--- src/rtl/refmap_pkg.sv ---
package refmap_pkg;

  localparam int WORD_W   = 32;
  localparam int NUM_MAPS = 3;

  typedef enum logic [1:0] {
    ACC_FETCH = 2'd0,
    ACC_READ  = 2'd1,
    ACC_WRITE = 2'd2,
    ACC_NONE  = 2'd3
  } accKind_e;

  // strobes from control to datapath
  typedef struct packed {
    logic closeIv;   // interval ends this cycle: clear live maps
    logic capture;   // copy live maps into the holding bank
  } ctrlStrobe_t;

endpackage

--- src/rtl/refmap_dpath.sv ---
module refmap_dpath
  import refmap_pkg::*;
#(
  parameter int ADDR_W    = 32,
  parameter int NUM_LINES = 64,
  parameter int WIDX_W    = 3
) (
  input  logic                clk,
  input  logic                rst_n,
  input  logic                accValid,
  input  logic [ADDR_W-1:0]   accAddr,
  input  logic [1:0]          accType,
  input  logic [ADDR_W-1:0]   cfgBase,
  input  logic [1:0]          cfgLineSel,
  input  ctrlStrobe_t         strobe,
  input  logic [WIDX_W-1:0]   mapWordIdx,
  output logic [WORD_W-1:0]   mapWord
);

  localparam int LIDX_W        = $clog2(NUM_LINES);
  localparam int WPM           = NUM_LINES / WORD_W;   // NUM_LINES must be a multiple of 32
  localparam int NUM_MAP_WORDS = NUM_MAPS * WPM;

  logic [ADDR_W-1:0]    offset;
  logic [ADDR_W-1:0]    lineWide;
  logic [LIDX_W-1:0]    lineIdx;
  logic                 inWin;
  logic                 hit;
  logic [NUM_LINES-1:0] lineVec;
  logic [WORD_W-1:0]    wordArr [NUM_MAP_WORDS];

  // address to line decode
  always_comb begin
    offset = accAddr - cfgBase;
    unique case (cfgLineSel)
      2'd0:    lineWide = offset >> 4;
      2'd1:    lineWide = offset >> 5;
      default: lineWide = offset >> 6;
    endcase
    inWin   = (accAddr >= cfgBase) && (lineWide < ADDR_W'(NUM_LINES));
    lineIdx = lineWide[LIDX_W-1:0];
    hit     = accValid && inWin && (accType != ACC_NONE);
    lineVec = hit ? (NUM_LINES'(1) << lineIdx) : '0;
  end

  // one live and one held bitmap per access kind
  for (genvar m = 0; m < NUM_MAPS; m++) begin : g_map
    logic [NUM_LINES-1:0] liveMap;
    logic [NUM_LINES-1:0] heldMap;
    logic [NUM_LINES-1:0] setVec;

    assign setVec = (accType == 2'(m)) ? lineVec : '0;

    always_ff @(posedge clk or negedge rst_n) begin
      if (!rst_n) begin
        liveMap <= '0;
        heldMap <= '0;
      end else begin
        if (strobe.closeIv) liveMap <= '0;
        else                liveMap <= liveMap | setVec;
        if (strobe.capture) heldMap <= liveMap | setVec;
      end
    end

    for (genvar k = 0; k < WPM; k++) begin : g_word
      assign wordArr[m*WPM + k] = heldMap[k*WORD_W +: WORD_W];
    end
  end

  assign mapWord = (int'(mapWordIdx) < NUM_MAP_WORDS) ? wordArr[mapWordIdx] : '0;

endmodule

--- src/rtl/refmap_ctrl.sv ---
module refmap_ctrl
  import refmap_pkg::*;
#(
  parameter int CNT_W     = 16,
  parameter int SEQ_W     = 16,
  parameter int NUM_WORDS = 7,
  parameter int WIDX_W    = 3
) (
  input  logic              clk,
  input  logic              rst_n,
  input  logic              instRetired,
  input  logic [CNT_W-1:0]  cfgInterval,
  input  logic              dumpReady,
  input  logic [WORD_W-1:0] mapWord,
  output ctrlStrobe_t       strobe,
  output logic [WIDX_W-1:0] mapWordIdx,
  output logic              dumpValid,
  output logic [WORD_W-1:0] dumpData,
  output logic              dumpLast,
  output logic              overflow
);

  logic [CNT_W-1:0]  retCnt;
  logic [CNT_W-1:0]  target;
  logic [SEQ_W-1:0]  seqCnt;
  logic [SEQ_W-1:0]  hdrSeq;
  logic [WIDX_W-1:0] wordIdx;
  logic              validQ;
  logic              ovfQ;
  logic              ivEnd;
  logic              lastWord;
  logic              accept;
  logic              dumpFree;

  always_comb begin
    target   = (cfgInterval == '0) ? CNT_W'(1) : cfgInterval;
    ivEnd    = instRetired && (retCnt >= target - CNT_W'(1));
    lastWord = (wordIdx == WIDX_W'(NUM_WORDS - 1));
    accept   = validQ && dumpReady;
    dumpFree = !validQ || (accept && lastWord);

    strobe.closeIv = ivEnd;
    strobe.capture = ivEnd && dumpFree;

    mapWordIdx = (wordIdx == '0) ? '0 : wordIdx - WIDX_W'(1);
  end

  always_ff @(posedge clk or negedge rst_n) begin
    if (!rst_n) begin
      retCnt  <= '0;
      seqCnt  <= '0;
      hdrSeq  <= '0;
      wordIdx <= '0;
      validQ  <= 1'b0;
      ovfQ    <= 1'b0;
    end else begin
      retCnt <= ivEnd ? '0 : retCnt + CNT_W'(instRetired);
      seqCnt <= seqCnt + SEQ_W'(ivEnd);
      if (strobe.capture) begin
        hdrSeq  <= seqCnt;
        wordIdx <= '0;
        validQ  <= 1'b1;
      end else if (accept) begin
        wordIdx <= wordIdx + WIDX_W'(1);
        if (lastWord) validQ <= 1'b0;
      end
      if (ivEnd && !dumpFree) ovfQ <= 1'b1;
    end
  end

  assign dumpValid = validQ;
  assign dumpLast  = validQ && lastWord;
  assign dumpData  = (wordIdx == '0) ? WORD_W'(hdrSeq) : mapWord;
  assign overflow  = ovfQ;

endmodule

--- src/rtl/refmap_tracer.sv ---
module refmap_tracer
  import refmap_pkg::*;
#(
  parameter int ADDR_W    = 32,
  parameter int NUM_LINES = 64,
  parameter int CNT_W     = 16,
  parameter int SEQ_W     = 16
) (
  input  logic              clk,
  input  logic              rst_n,
  input  logic              accValid,
  input  logic [ADDR_W-1:0] accAddr,
  input  logic [1:0]        accType,
  input  logic              instRetired,
  input  logic [ADDR_W-1:0] cfgBase,
  input  logic [1:0]        cfgLineSel,
  input  logic [CNT_W-1:0]  cfgInterval,
  output logic              dumpValid,
  input  logic              dumpReady,
  output logic [31:0]       dumpData,
  output logic              dumpLast,
  output logic              overflow
);

  localparam int NUM_WORDS = 1 + NUM_MAPS * (NUM_LINES / WORD_W);
  localparam int WIDX_W    = $clog2(NUM_WORDS);

  ctrlStrobe_t       strobe;
  logic [WIDX_W-1:0] mapWordIdx;
  logic [WORD_W-1:0] mapWord;

  refmap_ctrl #(
    .CNT_W     (CNT_W),
    .SEQ_W     (SEQ_W),
    .NUM_WORDS (NUM_WORDS),
    .WIDX_W    (WIDX_W)
  ) u_ctrl (
    .clk         (clk),
    .rst_n       (rst_n),
    .instRetired (instRetired),
    .cfgInterval (cfgInterval),
    .dumpReady   (dumpReady),
    .mapWord     (mapWord),
    .strobe      (strobe),
    .mapWordIdx  (mapWordIdx),
    .dumpValid   (dumpValid),
    .dumpData    (dumpData),
    .dumpLast    (dumpLast),
    .overflow    (overflow)
  );

  refmap_dpath #(
    .ADDR_W    (ADDR_W),
    .NUM_LINES (NUM_LINES),
    .WIDX_W    (WIDX_W)
  ) u_dpath (
    .clk        (clk),
    .rst_n      (rst_n),
    .accValid   (accValid),
    .accAddr    (accAddr),
    .accType    (accType),
    .cfgBase    (cfgBase),
    .cfgLineSel (cfgLineSel),
    .strobe     (strobe),
    .mapWordIdx (mapWordIdx),
    .mapWord    (mapWord)
  );

endmodule

--- config.mk ---
export PLATFORM = sky130hd
export DESIGN_NAME = refmap_tracer
export DESIGN_NICKNAME = d
export VERILOG_FILES = /design/src/rtl/refmap_pkg.sv /design/src/rtl/refmap_dpath.sv /design/src/rtl/refmap_ctrl.sv /design/src/rtl/refmap_tracer.sv
export SDC_FILE = /design/constraint.sdc
export NUM_CORES = 1
export LEC_CHECK = 0
export CAP_MARGIN = 20
export CELL_PAD_IN_SITES_DETAIL_PLACEMENT = 0
export CELL_PAD_IN_SITES_GLOBAL_PLACEMENT = 1
export CORE_MARGIN = 3
export CORE_UTILIZATION = 45
export CTS_CLUSTER_DIAMETER = 30
export DETAILED_ROUTE_END_ITERATION = 7
export DONT_BUFFER_PORTS = 1
export PLACE_DENSITY_LB_ADDON = 0.1
export SKIP_LAST_GASP = 1
export SYNTH_ARGS = -nofsm -noshare
export SYNTH_HDL_FRONTEND = slang
export SYNTH_HIERARCHICAL = 1
export SYNTH_SLANG_ARGS = --single-unit
--- constraint.sdc ---
create_clock -name clk -period 10.48 [get_ports clk]
set_clock_uncertainty 0.1 [all_clocks]
set_input_delay 1.572 -clock clk [delete_from_list [all_inputs] [get_ports clk]]
set_output_delay 1.572 -clock clk [all_outputs]
set_load 0.005 [all_outputs]
==> out/summary.txt <==
Hold Fails Final Rpt = 0
Fmax = 0.1292 GHz
Crit-path slowest cell = and3_1
failing checks = slew limit
drt first pass iters = 5
r2r endpoint = u_dpath/g_map[0].heldMap[16]$_DFFE_PN0P_
R2R depth = 10
area of the multi-input gates = 15260 sq um
CTS tree = yes
DR WL/cell = 26.10 um
YS warnings = 6
status = finished, violations left
Post-synth EDFFs = 0
worst ir drop on vdd = 0.1443 mV
final setup vio count = 0
FF-to-FF Start = u_ctrl/retCnt[13]$_DFF_PN0_
number of max-cap violations = 0
unrepaired setup endpoints after global routing = false
Overall Global Routing Usage = 27.81%
Total Wirelength = 89.77 mm
Slew Limit Headroom = -12.96%
syn avg cell area = 10.37 sq um
Place WS = 2.074 ns
Seq/Total Area, Yosys = 39.62%
via count = 22360
crit-path cells = or4_4 -> or3_4 -> or4_4 -> nor2_4 -> nor2_1 -> ha_1 -> nor3b_1 -> nand2_1 -> nor3_1 -> xnor2_1 -> ha_1 -> nand4_1 -> nor2_1 -> nor4b_1 -> o41a_2 -> nand2_1 -> inv_8 -> and3_1 -> nand3_1 -> o41ai_2
Reg clk slew, reported paths = 0.05 ns
largest net degree at the start of global routing = 438
initial core utilization = 45.65%
Pwr per Cell Area = 190.0 nW/um^2
GPL Wtd Cong = 0.8425
clk_lat worst skew = 0.66 ns
crit-path max FO = 65
CTS root buf = clkbuf_16
CTS Buffer Depth = 3
Pins Over Slew Limit = 146
die width = 253.7 um
post-layout minimum cycle time = 7.742 ns
area grow syn2layout = 15.85%
# nets final = 2706
die span in y = 253.7 um
worst path required time = 10.93 ns
Mapped Area = 27600 sq um
via/cell ratio = 6.501
Detail Route Antenna Nets = 0
ys flop type = dfrtp_1
IO buf count = 0
Final Util = 52.88%
FFs w/ async S/R, synth = 100.0%
Worst Slack Setup Final = 2.738 ns
Yosys reg bits = 437
fill cell count = 5324
total nets after synthesis = 2810
leakage = 12.73 nW
total congestion overflow = 0
power consumption = 6.074 mW
vias in the first global route = 22860
final period utilization = 73.87%
# IOs = 124
1st-iter DRT viols = 1835
Storage cell area = 10940 sq um
top-area cell type share of the netlist area = 39.62%
Mapped Cells = 2663
Ant. Diodes = 0
CP peak stage delay = 0.80 ns
hold endpoint = u_dpath/g_map[2].heldMap[7]$_DFFE_PN0P_
library cells used by synthesis = 82
FP Rows = 90
CP Class = primary input to flip-flop
FF-to-FF setup slack = 5.56 ns
Synth area leader = dfrtp_1
postcts setup bufs = 0
placed insts = 3218
drt drc = 0
Critical Path End Type = flip-flop
Least-Margin Pin Slew = 1.694 ns
initial antenna violation count = 2
Resized Gates After CTS = 0
setup_tns = 0 ns
CTS buffer count = 116
hold crit path type = flip-flop to flip-flop
hold depth = 2
core area = 60470 sq um
Finished Layout Cells = 3440
CTS sink count = 437
HP Start = u_dpath/g_map[2].liveMap[7]$_DFF_PN0_
dpl hpwl = 53.11 mm
first-pass GRT wire length = 139.8 mm
Worst Setup SP = cfgInterval[7]
critical path arrival = 8.19 ns
H-tree lvl count = 3
Post-CTS Hold Fix Bufs = 0
Area contributors post-synth = dfrtp_1, o41ai_2, mux2i_1
Die ar. = 64350 sq um
Worst setup SP type = primary input
share of layout cells above drive strength 1 = 19.34%
==> cells in the mapped netlist, types with 4 or more instances <==
cell	n
dfrtp_1	437
mux2i_1	228
o21ai_0	198
nand2b_1	194
clkbuf_1	189
o41ai_2	158
o2111ai_1	112
nand2_1	104
o211ai_1	90
inv_1	86
nor2_1	79
nand3_1	71
nor3_1	62
buf_2	59
ha_1	58
a21oi_1	50
nand4_1	40
o22ai_1	37
mux2_2	36
xnor2_1	36
o41ai_1	34
mux4_2	32
nor4_1	30
nor2b_1	28
and3_1	19
o21ai_1	19
xor2_1	18
buf_6	13
buf_1	12
a21o_1	10
o21a_1	10
and2_1	8
nor3b_1	8
or3_1	6
and4_1	5
buf_4	5
a211oi_1	4
a221o_1	4
a311oi_1	4
a31oi_1	4
==> power breakdown <==
| group | switching [mW] | leakage (nW) | internal [mW] |
|---|---|---|---|
| Sequential | 0.0182 | 6.07 | 1.71 |
| Combinational | 0.606 | 4.70 | 0.181 |
| Clock | 1.09 | 1.97 | 2.47 |
| Total | 1.71 | 12.7 | 4.36 |
==> cell type report <==
type	instances	area share, %
inverter	87	1.045
timing repair buffer	56	1.502
clock buffer	162	10.35
tap	782	3.060
sequential	437	34.20
clock inverter	55	2.128
multi-input combinational	1861	47.72
==> per-stage QoR <==
| stage | hold slack [ns] | area [sq um] |
|---|---|---|
| 2_1_floorplan | 0.3416 | 27600 |
| 3_3_place_gp | 0.3692 | 27940 |
| 3_5_place_dp | 0.3764 | 27950 |
| 4_1_cts | 0.3773 | 31940 |
| 5_1_grt | 0.4045 | 31980 |
| 6_report | 0.3730 | 31980 |
==> worst max path at each step <==
stage	endpoint	slack [ns]
floorplan	u_dpath/g_map[0].liveMap[17]$_DFF_PN0_	3.23
global placement	u_dpath/g_map[2].heldMap[32]$_DFFE_PN0P_	2.27
detailed placement	u_dpath/g_map[2].heldMap[36]$_DFFE_PN0P_	2.07
CTS	u_dpath/g_map[2].heldMap[36]$_DFFE_PN0P_	2.76
global route	u_dpath/g_map[2].heldMap[36]$_DFFE_PN0P_	2.41
finish	u_dpath/g_map[0].heldMap[16]$_DFFE_PN0P_	2.74
==> cell families (layout without fill, tap and decap cells) <==
family | count (synthesis) | after routing | share of synthesized area (%)
adders and majority gates | 58 | 58 | 2.629
buffers and inverters | 365 | 360 | 5.652
AOI/OAI and AO/OA | 781 | 781 | 24.79
muxes | 296 | 296 | 12.35
DFF | 437 | 437 | 39.62
xor gates and xnor gates | 54 | 54 | 1.713
and+or+nand+nor | 672 | 672 | 13.25
==> critical path, delay by kind of cell <==
family	cells	cell delay, ns
simple gates	14	4.48
xor+xnor	1	0.13
fa+ha+maj	2	0.49
buf+inv	1	0.73
compound gates	2	0.71
==> routing by layer <==
layer	wire (um)	share of wire, %	vias to the layer above	track usage (%)
met4	2728	3.0	0	9.322
li1	-	-	9999	-
met3	5322	5.9	155	5.127
met2	41830	47	724	44.50
met5	0	0	-	0
met1	39880	44	11490	38.17
==> cells in the final DEF (no fill, tap or decap), types with 36 or more instances in the layout <==
cell type	n
clkbuf_16	118
nor3_1	57
ha_1	57
o41ai_2	158
a21oi_1	50
nor2_1	72
nand2b_1	194
buf_4	44
nand4_1	40
o2111ai_1	112
o211ai_1	90
nand3_1	71
o21ai_0	198
nand2_1	102
o22ai_1	37
dfrtp_1	437
inv_1	85
mux2i_1	228
mux2_2	36
==> registers in the layout, summed over array words and instances, names as in the netlist <==
signal,flops
u_ctrl/wordIdx,3
u_ctrl/dumpValid,1
u_ctrl/seqCnt,16
u_ctrl/overflow,1
u_dpath/g_map.heldMap,192
u_ctrl/retCnt,16
u_dpath/g_map.liveMap,192
u_ctrl/hdrSeq,16
No activity file was read; power rests on OpenSTA's default activity.
